--- src/rtl/fslc_pkg.sv ---
package fslc_pkg;
  // Map a requested window onto a legal one: 1..n-1, otherwise n/2.
  function automatic int legal_window(input int req, input int n);
    return (req >= 1 && req <= n - 1) ? req : n / 2;
  endfunction
endpackage

--- src/rtl/fslc_seq_ctrl.sv ---
module fslc_seq_ctrl #(
  parameter int SEQ_LEN = 8,
  localparam int LW = $clog2(SEQ_LEN),
  localparam int PW = $clog2(SEQ_LEN + 1)
) (
  input  logic          clk,
  input  logic          rst_n,
  input  logic          start_i,
  input  logic [LW-1:0] win_req_i,
  input  logic          valid_i,
  input  logic          bit_i,
  output logic          ready_o,
  output logic          done_o,
  output logic          take_o,
  output logic          feed_o,
  output logic          clr_o,
  output logic [LW-1:0] win_o
);
  import fslc_pkg::*;

  logic          busy_q, done_q;
  logic [PW-1:0] pos_q;
  logic [LW-1:0] win_q;

  assign ready_o = busy_q;
  assign done_o  = done_q;
  assign win_o   = win_q;
  assign clr_o   = start_i;
  assign take_o  = busy_q & valid_i & ~start_i;
  // Live bit into the delay line while inside the window, zero afterwards.
  assign feed_o  = bit_i & (pos_q < PW'(win_q));

  always_ff @(posedge clk or negedge rst_n) begin
    if (!rst_n) begin
      busy_q <= 1'b0;
      done_q <= 1'b0;
      pos_q  <= '0;
      win_q  <= LW'(SEQ_LEN / 2);
    end else if (start_i) begin
      busy_q <= 1'b1;
      done_q <= 1'b0;
      pos_q  <= '0;
      win_q  <= LW'(legal_window(int'(win_req_i), SEQ_LEN));
    end else if (take_o) begin
      pos_q <= pos_q + 1'b1;
      if (pos_q == PW'(SEQ_LEN - 1)) begin
        busy_q <= 1'b0;
        done_q <= 1'b1;
      end
    end
  end


  ready_done_excl_chk: assert property (@(posedge clk) disable iff (!rst_n)
    !(ready_o && done_o));

  start_rearms_chk: assert property (@(posedge clk) disable iff (!rst_n)
    start_i |=> (ready_o && !done_o));

  done_after_take_chk: assert property (@(posedge clk) disable iff (!rst_n)
    $rose(done_o) |-> $past(take_o));

  win_legal_chk: assert property (@(posedge clk) disable iff (!rst_n)
    (win_o >= LW'(1)) && (int'(win_o) <= SEQ_LEN - 1));
endmodule

--- src/rtl/fslc_tap_line.sv ---
module fslc_tap_line #(
  parameter int DEPTH = 8
) (
  input  logic             clk,
  input  logic             rst_n,
  input  logic             clr_i,
  input  logic             shift_i,
  input  logic             feed_i,
  output logic [DEPTH-1:0] taps_o
);
  logic [DEPTH-2:0] line_q;

  // Tap 0 is the current feed; tap i is the feed from i consumed beats ago.
  assign taps_o = {line_q, feed_i};

  always_ff @(posedge clk or negedge rst_n) begin
    if (!rst_n)       line_q <= '0;
    else if (clr_i)   line_q <= '0;
    else if (shift_i) line_q <= taps_o[DEPTH-2:0];
  end


  line_cleared_chk: assert property (@(posedge clk) disable iff (!rst_n)
    clr_i |=> (line_q == '0));
endmodule

--- src/rtl/fslc_lag_acc.sv ---
module fslc_lag_acc #(
  parameter int CW = 4
) (
  input  logic          clk,
  input  logic          rst_n,
  input  logic          clr_i,
  input  logic          en_i,
  input  logic          live_i,
  input  logic          tap_i,
  output logic [CW-1:0] cnt_o
);
  always_ff @(posedge clk or negedge rst_n) begin
    if (!rst_n)                     cnt_o <= '0;
    else if (clr_i)                 cnt_o <= '0;
    else if (en_i && live_i && tap_i) cnt_o <= cnt_o + 1'b1;
  end


  hold_when_idle_chk: assert property (@(posedge clk) disable iff (!rst_n)
    (!clr_i && !en_i) |=> $stable(cnt_o));
endmodule

--- src/rtl/fslc_window_corr.sv ---
module fslc_window_corr #(
  parameter int SEQ_LEN = 8,
  localparam int LW = $clog2(SEQ_LEN),
  localparam int CW = $clog2(SEQ_LEN + 1)
) (
  input  logic                  clk,
  input  logic                  rst_n,
  input  logic                  start_i,
  input  logic [LW-1:0]         win_len_i,
  input  logic                  in_valid_i,
  input  logic                  in_bit_i,
  output logic                  in_ready_o,
  output logic                  done_o,
  output logic [SEQ_LEN*CW-1:0] lag_cnt_o
);
  logic               take, feed, clr;
  logic [LW-1:0]      win;
  logic [SEQ_LEN-1:0] taps;

  fslc_seq_ctrl #(.SEQ_LEN(SEQ_LEN)) ctrl_i (
    .clk(clk), .rst_n(rst_n), .start_i(start_i), .win_req_i(win_len_i),
    .valid_i(in_valid_i), .bit_i(in_bit_i), .ready_o(in_ready_o),
    .done_o(done_o), .take_o(take), .feed_o(feed), .clr_o(clr), .win_o(win)
  );

  fslc_tap_line #(.DEPTH(SEQ_LEN)) line_i (
    .clk(clk), .rst_n(rst_n), .clr_i(clr), .shift_i(take),
    .feed_i(feed), .taps_o(taps)
  );

  for (genvar l = 0; l < SEQ_LEN; l++) begin : g_lag
    logic [CW-1:0] cnt;
    fslc_lag_acc #(.CW(CW)) acc_i (
      .clk(clk), .rst_n(rst_n), .clr_i(clr), .en_i(take),
      .live_i(in_bit_i), .tap_i(taps[l]), .cnt_o(cnt)
    );
    // Lags past SEQ_LEN - L hold partial sums and are masked off.
    assign lag_cnt_o[l*CW +: CW] = (l + int'(win) <= SEQ_LEN) ? cnt : '0;
  end


  lag0_in_window_chk: assert property (@(posedge clk) disable iff (!rst_n)
    int'(lag_cnt_o[CW-1:0]) <= int'(win));
endmodule

--- config.mk ---
export PLATFORM = sky130hd
export DESIGN_NAME = fslc_window_corr
export DESIGN_NICKNAME = d
export VERILOG_FILES = /design/src/rtl/fslc_pkg.sv /design/src/rtl/fslc_seq_ctrl.sv /design/src/rtl/fslc_tap_line.sv /design/src/rtl/fslc_lag_acc.sv /design/src/rtl/fslc_window_corr.sv
export SDC_FILE = /design/constraint.sdc
export NUM_CORES = 1
export LEC_CHECK = 0
export BUFFER_PORTS_ARGS = -buffer_cell sky130_fd_sc_hd__buf_4
export CELL_PAD_IN_SITES_DETAIL_PLACEMENT = 1
export CELL_PAD_IN_SITES_GLOBAL_PLACEMENT = 2
export CORE_AREA = 4 4 87 89
export DETAILED_ROUTE_END_ITERATION = 7
export DIE_AREA = 0 0 91 93
export GPL_TIMING_DRIVEN = 1
export PLACE_DENSITY = 0.87
export SLEW_MARGIN = 0
export SYNTH_ARGS = -nofsm -noshare
export SYNTH_HDL_FRONTEND = slang
export SYNTH_SLANG_ARGS = --single-unit
--- constraint.sdc ---
create_clock -name clk -period 3.54 [get_ports clk]
set_input_delay 0.354 -clock clk [delete_from_list [all_inputs] [get_ports clk]]
set_output_delay 0.354 -clock clk [all_outputs]
set_load 0.02 [all_outputs]
Word-level counts from Yosys, hierarchy flattened
Index checks and enable logic that the tools add are counted.

storage, ports and cells
  flip-flop bits (word level) = 48
  input bits = 8
  output and inout bits = 34
  logic and storage cells = 99

operators by class
  $add $sub $neg = 16
  magnitude comparators = 10
  equality and inequality tests = 1
  muxes and demuxes = 35
  bitwise gates (word level) = 4
  reductions and logical operators = 20

operators by type and width
  cell                                                 count
  two-way mux 4 bit                                    26
  adder 4 x 1 -> 4 bit, second input constant          9
  <= comparator 4 bit, second input constant           7
  nonzero test 2 bit                                   10
  adder 3 x 3 -> 4 bit, first input constant           4
  two-way mux 7 bit                                    2
  logical AND 1 bit                                    9
  adder 2 x 3 -> 4 bit, first input constant           2
  two-way mux 1 bit                                    6
  adder 1 x 3 -> 4 bit, first input constant           1
  equality test 4 x 3 -> 1 bit, second input constant  1
  <= comparator 3 x 4 -> 1 bit, second input constant  1
  less-than comparator 4 x 3 -> 1 bit                  1
  bitwise AND 1 bit                                    3
  >= comparator 3 x 1 -> 1 bit, second input constant  1
  two-way mux 3 bit                                    1
  AND reduction 2 bit                                  1
  NOT 1 bit                                            1

Depth between registers and ports, before layout
Gate-level depths: netlist of run 1.

  depth after elaboration = 6
  depth in mapped cells = 7

Modules after synthesis
A second synthesis of run 1 with hierarchy kept.

second synthesis, totals
  cell total of the unflattened synthesis = 245
  area total of the unflattened synthesis = 2503.7 um^2

by module, submodules not included
  module            times used  cells an instance  area each (um^2)
  fslc_lag_acc      8           17                 188.9
  fslc_seq_ctrl     1           46                 450.4
  fslc_tap_line     1           23                 290.3
  fslc_window_corr  1           40                 251.5

Least setup slack after synthesis of run 1
No wires, ideal clock.

  kind = reg-to-output
  start = register ctrl_i.win_q[1], in the netlist ctrl_i.win_o[1]
  end = output lag_cnt_o[12]
  data arrival time = 1.568 ns
  data required time = 3.186 ns
  setup slack = 1.618 ns
  stages on the path, launching flop included = 6
  cell sequence = dfrtp_1 > or2_2 > ha_1 > and2_1 > o21ai_0 > and2_1

between the ends
  longest elaborated chain between the ends = 3

ends and longest elaborated chain
  item                      line                    text
  start: declaration        fslc_seq_ctrl.sv:23     logic [LW-1:0] win_q;
  start signal: assignment  fslc_seq_ctrl.sv:38     win_q <= LW'(SEQ_LEN / 2);
  start signal: assignment  fslc_seq_ctrl.sv:43     win_q <= LW'(legal_window(int'(win_req_i), SEQ_LEN));
  adder 2 x 3 -> 4 bit      fslc_window_corr.sv:38  assign lag_cnt_o[l*CW +: CW] = (l + int'(win) <= SEQ_LEN) ? cnt : '0;
  <= comparator 4 bit       fslc_window_corr.sv:38
  two-way mux 4 bit         fslc_window_corr.sv:38
  end: declaration          fslc_window_corr.sv:14  output logic [SEQ_LEN*CW-1:0] lag_cnt_o

Every way passes these cells.

Final worst setup path of run 1
  start = register ctrl_i.win_q[0], in the netlist ctrl_i.win_o[0]
  end = output lag_cnt_o[13]

Same word-level chain as after synthesis.

==> results of run 1 <==
[cells in the final DEF, fill, tap and decap left out, types with 4 or more instances in the layout]
cell type	count
dfrtp_1	47
nand3_1	24
a21oi_1	16
ha_1	12
nor2b_1	9
buf_4	42
o21ai_0	4
nand2_1	32
and3_1	7
and2_1	18
clkbuf_8	6
nor2_1	31
xor2_1	25
[layout make-up]
cell class                 instances  area, sq um
inverter                           2         7.51
timing repair buffer              42          315
clock buffer                       8         90.1
multi-input combinational        194         1170
tap                               80          100
fill                             815         3870
sequential                        48         1200
[cell families after synthesis]
kind of cell	share of synthesized area, %
AO/OA/AOI/OAI	6.25
XOR/XNOR	9.32
adder cells (fa/ha/maj)	6.15
buffers and inverters	2.87
flip-flops	49.2
multiplexers	0.871
AND/OR/NAND/NOR	25.3
[routing by layer]
layer / global-route usage [%] / wire length (um) / part of all wire (%) / vias to the layer above
met3: 2.90 / 207 / 3.9 / 4
met2: 21.3 / 2480 / 47 / 32
met1: 18.3 / 2590 / 49 / 901
met5: 0 / 0 / 0 / -
li1: - / - / - / 919
met4: 3.39 / 44 / 0.83 / 0
[worst max-delay path: cells and delay by family, from the launching register on]
family	cells	cell delay, ns
adder cells (fa/ha/maj)	1	0.26
flip-flops	1	0.46
AND/OR/NAND/NOR	3	0.66
buffers and inverters	1	0.14
AO/OA/AOI/OAI	1	0.36
[registers in the layout, summed over array words and instances (netlist names)]
register,cells
ctrl_i.done_o,1
ctrl_i.pos_q,4
ctrl_i.ready_o,1
ctrl_i.win_o,3
g_lag.acc_i.cnt_o,32
line_i.line_q,7
[through the flow]
stage               std cells  hold WS [ns]  power [uW]  util, %  instance area, sq um
floorplan                 258        0.0584         624        -                  2440
global placement          366         0.419         658     41.4                  2800
detailed placement        366         0.424         660     41.4                  2800
CTS                       374        0.0847        1010     42.7                  2890
global route              374         0.103        1040     42.7                  2890
finish                    374        0.0566         989     42.7                  2890
[power breakdown]
part / total [uW] / internal, uW / switching [uW] / leakage (uW)
Combinational: 75.4 / 24.1 / 51.3 / 0.000720
Clock: 342 / 160 / 182 / 0.0000455
Sequential: 571 / 557 / 14.5 / 0.000655
[how the worst max path moves through the flow]
stage                                startpoint                                   to  slack [ns]  cells past startpoint
global placement                        start_i  g_lag[0].acc_i.cnt_o[3]$_DFFE_PN0P_        1.38                      5
detailed placement                      start_i  g_lag[0].acc_i.cnt_o[3]$_DFFE_PN0P_        1.31                      5
global route        ctrl_i.win_o[0]$_DFFE_PN0P_                        lag_cnt_o[15]        0.91                      6
CTS                 ctrl_i.win_o[0]$_DFFE_PN0P_                        lag_cnt_o[13]        1.03                      6
floorplan           ctrl_i.win_o[1]$_DFFE_PN0P_                        lag_cnt_o[12]        1.62                      5
finish              ctrl_i.win_o[0]$_DFFE_PN0P_                        lag_cnt_o[13]        1.01                      6
==> flow_summary.yaml, run 1 <==
timing:
  setup-violations-final: 0
  tightest_slew_ns: 0.624
  min_period_ns: 2.53
  fmaxAchievable_ghz: 0.395
  finalSetupTns_ns: 0
  finClkSkew_ns: 0.00858
  slew_headroom_pct: 58.4
  fin_crit_sh_pct: 71.5
  rsz0062_at_grt: "false"
  hold_viol: 0
  drv_slew: 0
  worst_slack_ns: 1.01
synthesis:
  syn-instance-count: 258
  synth_edf_count: 0
  yosys.cell_types.count: 31
  postSynthAreaPerCell_sq_um: 9.47
  synthTopCellsByCount: "dfrtp_1 (47), nand2_1 (32), nor2_1 (31), xor2_1 (25), nand3_1 (24)"
  ys.flop_type: "dfrtp_1"
  syn_nets: 278
  yosysTopAreaCellShare_pct: 48.2
  synth.area.top_cells: "dfrtp_1 (48%), xor2_1 (9.0%), ha_1 (6.1%)"
  synthArstFlopShare_pct: 100
  ys_seq_area_share_pct: 49.2
  synth_area_leader_cell: "dfrtp_1"
  synth_seq_cells: 48
  synthesis.area_sq_mm: 0.00244
  yosys_warnings: 0
  synth.most_common_cell: "dfrtp_1"
run:
  drv_cap: 0
clocking:
  clockBufferDepth: 2
  clkSinkCount: 48
  cts-root-buf: "clkbuf_8"
  cts_tree: "yes"
  clock_latency_ns: 0.30
  clk_pin_slew_worst_paths_ns: 0.09
  cts_resized: 0
  cts.htree.levels: 2
  cts_buffers: 5
  cts_setup_buffers: 0
  holdBufCountCts: 0
worst_setup_path:
  worstRegToRegCells: 6
  r2r-start: "ctrl_i.win_o[2]$_DFFE_PN1P_"
  crit_fanout: 7
  worstPathRequired_ns: 3.19
  r2r_setup_slack_ns: 1.60
  crit_chain: "or2_2 -> ha_1 -> and2_1 -> o21ai_0 -> and2_1 -> buf_4"
  crit_path_top_delay_cell: "dfrtp_1"
  crit_top_cell: "and2_1"
  cp.arrival_ns: 2.18
  worst_setup_path_start_kind: "register"
  max_stage_delay_ns: 0.46
  r2r-end: "g_lag[0].acc_i.cnt_o[3]$_DFFE_PN0P_"
  path_class: "reg -> out"
  cp-end-kind: "output port"
pwr:
  power_density_mw_per_mm2: 343
  p_leak_uw: 0.00142
  max-vdd-ir-drop_mv: 0.141
final_layout:
  num_antenna_cells: 0
  area_delta_synth_final_pct: 18.1
  layout.nets: 313
  drive_gt1_share_pct: 18.0
hold_path:
  hp-class: "in -> async"
placed_design:
  place.gp.congestion: 0.715
  dp_slack_ns: 1.31
  place_hpwl_um: 3730
  io_buffers: 41
detailed_routing:
  firstDrtPassIters: 4
  vias: 1856
  viasPerCell: 4.96
  drt_first_iter_violations: 88
  drt-total-wl_um: 5320
  wire_per_inst_um: 14.2
  drc_errors: 0
  ant_nets: 0
grt:
  globalRoute.totalOverflow: 0
  grt_util_all_layers_pct: 13.3
  grt_max_degree: 52
  grt_pass1_wl_um: 9290
  grt_pass1_vias: 1946
  antenna_found_initial: 0
outcome:
  status: "complete, no violations"
floorplanning:
  die_area_sq_mm: 0.00846
  die_y_um: 93
  core_sq_mm: 0.00676
  rows: 30
  die_w_um: 91
  ioPinCount: 42
  initial_core_util_pct: 36.1
Note: power is estimated with default switching activity, not from simulation.
==> run 2, diff against run 1 <==
--- a/config.mk
+++ b/config.mk
@@ -8,11 +8,11 @@
 export BUFFER_PORTS_ARGS = -buffer_cell sky130_fd_sc_hd__buf_4
 export CELL_PAD_IN_SITES_DETAIL_PLACEMENT = 1
 export CELL_PAD_IN_SITES_GLOBAL_PLACEMENT = 2
-export CORE_AREA = 4 4 87 89
+export CORE_AREA = 4 4 94 96
 export DETAILED_ROUTE_END_ITERATION = 7
-export DIE_AREA = 0 0 91 93
+export DIE_AREA = 0 0 98 100
 export GPL_TIMING_DRIVEN = 1
-export PLACE_DENSITY = 0.87
+export PLACE_DENSITY = 0.79
 export SLEW_MARGIN = 0
 export SYNTH_ARGS = -nofsm -noshare
 export SYNTH_HDL_FRONTEND = slang
==> constraint.sdc (replaced) <==
create_clock -name clk -period 2.2 [get_ports clk]
set_input_delay 0.22 -clock clk [delete_from_list [all_inputs] [get_ports clk]]
set_output_delay 0.22 -clock clk [all_outputs]
set_load 0.02 [all_outputs]
==> run 2 against run 1 <==
Combinational power increased by 110%. Register-to-register slack worse by 1.3 ns. Clock power rose by 85%. Flip-flop and latch count stayed put. Final area increased by 4.6%. Die area up 16%. Core utilization fell by 5.2 points. Clock skew rose by 0.0028 ns. Final cell count is 8.8% higher. Largest power group unchanged.
==> flow_summary.yaml, run 2 (synthesized netlist as in run 1, its figures left out) <==
worst_setup_path:
  crit_chain: "or2_2 -> ha_4 -> and2_4 -> o21a_1 -> and2_1 -> buf_4"
  cp.arrival_ns: 1.91
  cp_top_family: "simple AND/OR/NAND/NOR gates"
  crit_path_top_delay_cell: "dfrtp_1"
  crit_fanout: 4
  cp_num_buf_inv: 1
  r2r-start: "ctrl_i.win_o[2]$_DFFE_PN1P_"
  worstSetupStartpoint: "ctrl_i.win_o[1]$_DFFE_PN0P_"
  path_class: "reg -> out"
  cp-end-kind: "output port"
  max_stage_delay_ns: 0.38
  worstPathRequired_ns: 1.98
  worst_setup_path_start_kind: "register"
outcome:
  status: "complete, no violations"
timing:
  hold_viol: 0
  finClkSkew_ns: 0.0114
  fmaxAchievable_ghz: 0.471
  tightest_slew_ns: 0.647
  setup-violations-final: 0
  slew_headroom_pct: 56.9
  fin_crit_sh_pct: 96.6
  min_period_ns: 2.13
  finalSetupTns_ns: 0
  drv_slew: 0
  rsz0062_at_grt: "false"
floorplanning:
  die_y_um: 100
  ioPinCount: 42
  die_area_sq_mm: 0.00980
  initial_core_util_pct: 30.3
  rows: 33
  core_sq_mm: 0.00805
  die_w_um: 98
final_layout:
  largest_register_ffs: 32
  final_cell_mix: "buf_4 (49), dfrtp_1 (47), nand2_1 (32)"
  largest_register: "g_lag.acc_i.cnt_o"
  fill_cells: 947
  drive_gt1_share_pct: 21.2
  final_common_cell: "buf_4"
  area_delta_synth_final_pct: 23.5
  top_regs: "g_lag.acc_i.cnt_o (32), line_i.line_q (7), ctrl_i.pos_q (4)"
  post-route-util_pct: 37.5
  layout.nets: 321
  num_antenna_cells: 0
clocking:
  cts.htree.levels: 2
  clk_pin_slew_worst_paths_ns: 0.09
  cts_tree: "yes"
  clockBufferDepth: 2
  cts-root-buf: "clkbuf_8"
  cts_buffers: 5
  clock_latency_ns: 0.30
  clkSinkCount: 48
pwr:
  power_density_mw_per_mm2: 565
  max-vdd-ir-drop_mv: 0.269
  p_leak_uw: 0.00147
run:
  drv_cap: 0
hold_path:
  hp-class: "in -> reg"
  hp-start: "win_len_i[0]"
placed_design:
  place.gp.congestion: 0.770
  place_hpwl_um: 3940
  io_buffers: 41
detailed_routing:
  vias: 1924
  viasPerCell: 4.73
  ant_nets: 0
  firstDrtPassIters: 4
  drt-total-wl_um: 5600
  wire_per_inst_um: 13.7
  drc_errors: 0
  drt_first_iter_violations: 42
grt:
  grt_util_all_layers_pct: 12.2
  grt_max_degree: 51
  grt_pass1_wl_um: 9750
  globalRoute.totalOverflow: 0
  grt_pass1_vias: 2019
  antenna_found_initial: 0
run 2: metal layers:
metal | GRT usage (%) | part of all wire [%] | up-vias
met5 | 0 | 0 | -
met4 | 3.19 | 1.2 | 0
met3 | 3.27 | 5.1 | 6
met2 | 20.2 | 47 | 34
met1 | 15.9 | 47 | 952
li1 | - | - | 932
run 2: final timing paths:
kind | endpoint | slack (ns) | cells past startpoint
min | ctrl_i.win_o[0]$_DFFE_PN0P_ | 0.18 | 2
min reg2reg | ctrl_i.done_o$_DFFE_PN0P_ | 0.52 | 2
min in group asynchronous | g_lag[6].acc_i.cnt_o[2]$_DFFE_PN0P_ | 0.48 | 2
max reg2reg | g_lag[0].acc_i.cnt_o[3]$_DFFE_PN0P_ | 0.32 | 7
max | lag_cnt_o[31] | 0.07 | 6
max in group asynchronous | g_lag[6].acc_i.cnt_o[1]$_DFFE_PN0P_ | 1.27 | 2
run 2: repair_timing:
action / CTS / global route
setup buffers: 1 / 2
hold endpoints to repair: 47 / 0
resized for setup: 3 / 2
gates cloned: 0 / 0
pin swaps: 1 / 1
hold buffers: 1 / 0
endpoints found under the setup margin: 8 / 8
run 2: area by class of cell:
class                   instances  area [sq um]  area share (%)
multi-input cells             194          1190            39.5
flip-flops and latches         48          1200            39.9
clock buffers                   7          76.3            2.53
inverters                       2          7.51           0.249
clock inverters                 1          30.0           0.995
repair buffers                 50           378            12.5
well taps                     105           131            4.36
run 2: through the flow:
stage	power (uW)	cells	area [sq um]	hold slack, ns	setup slack, ns
after global placement	1070	395	2860	0.296	0.260
after CTS	1730	405	2990	0.154	0.0138
after detailed placement	1070	395	2860	0.292	0.162
after global routing	1780	407	3020	0.172	0.000133
after floorplan	1000	258	2440	-0.0756	0.412
final	1700	407	3020	0.176	0.0749
run 2: report_power, final:
part | total (uW) | internal [uW] | switching (uW) | leakage, uW
Combinational | 157 | 59.3 | 97.8 | 0.000762
Clock | 633 | 341 | 292 | 0.0000524
Sequential | 914 | 896 | 18.2 | 0.000655
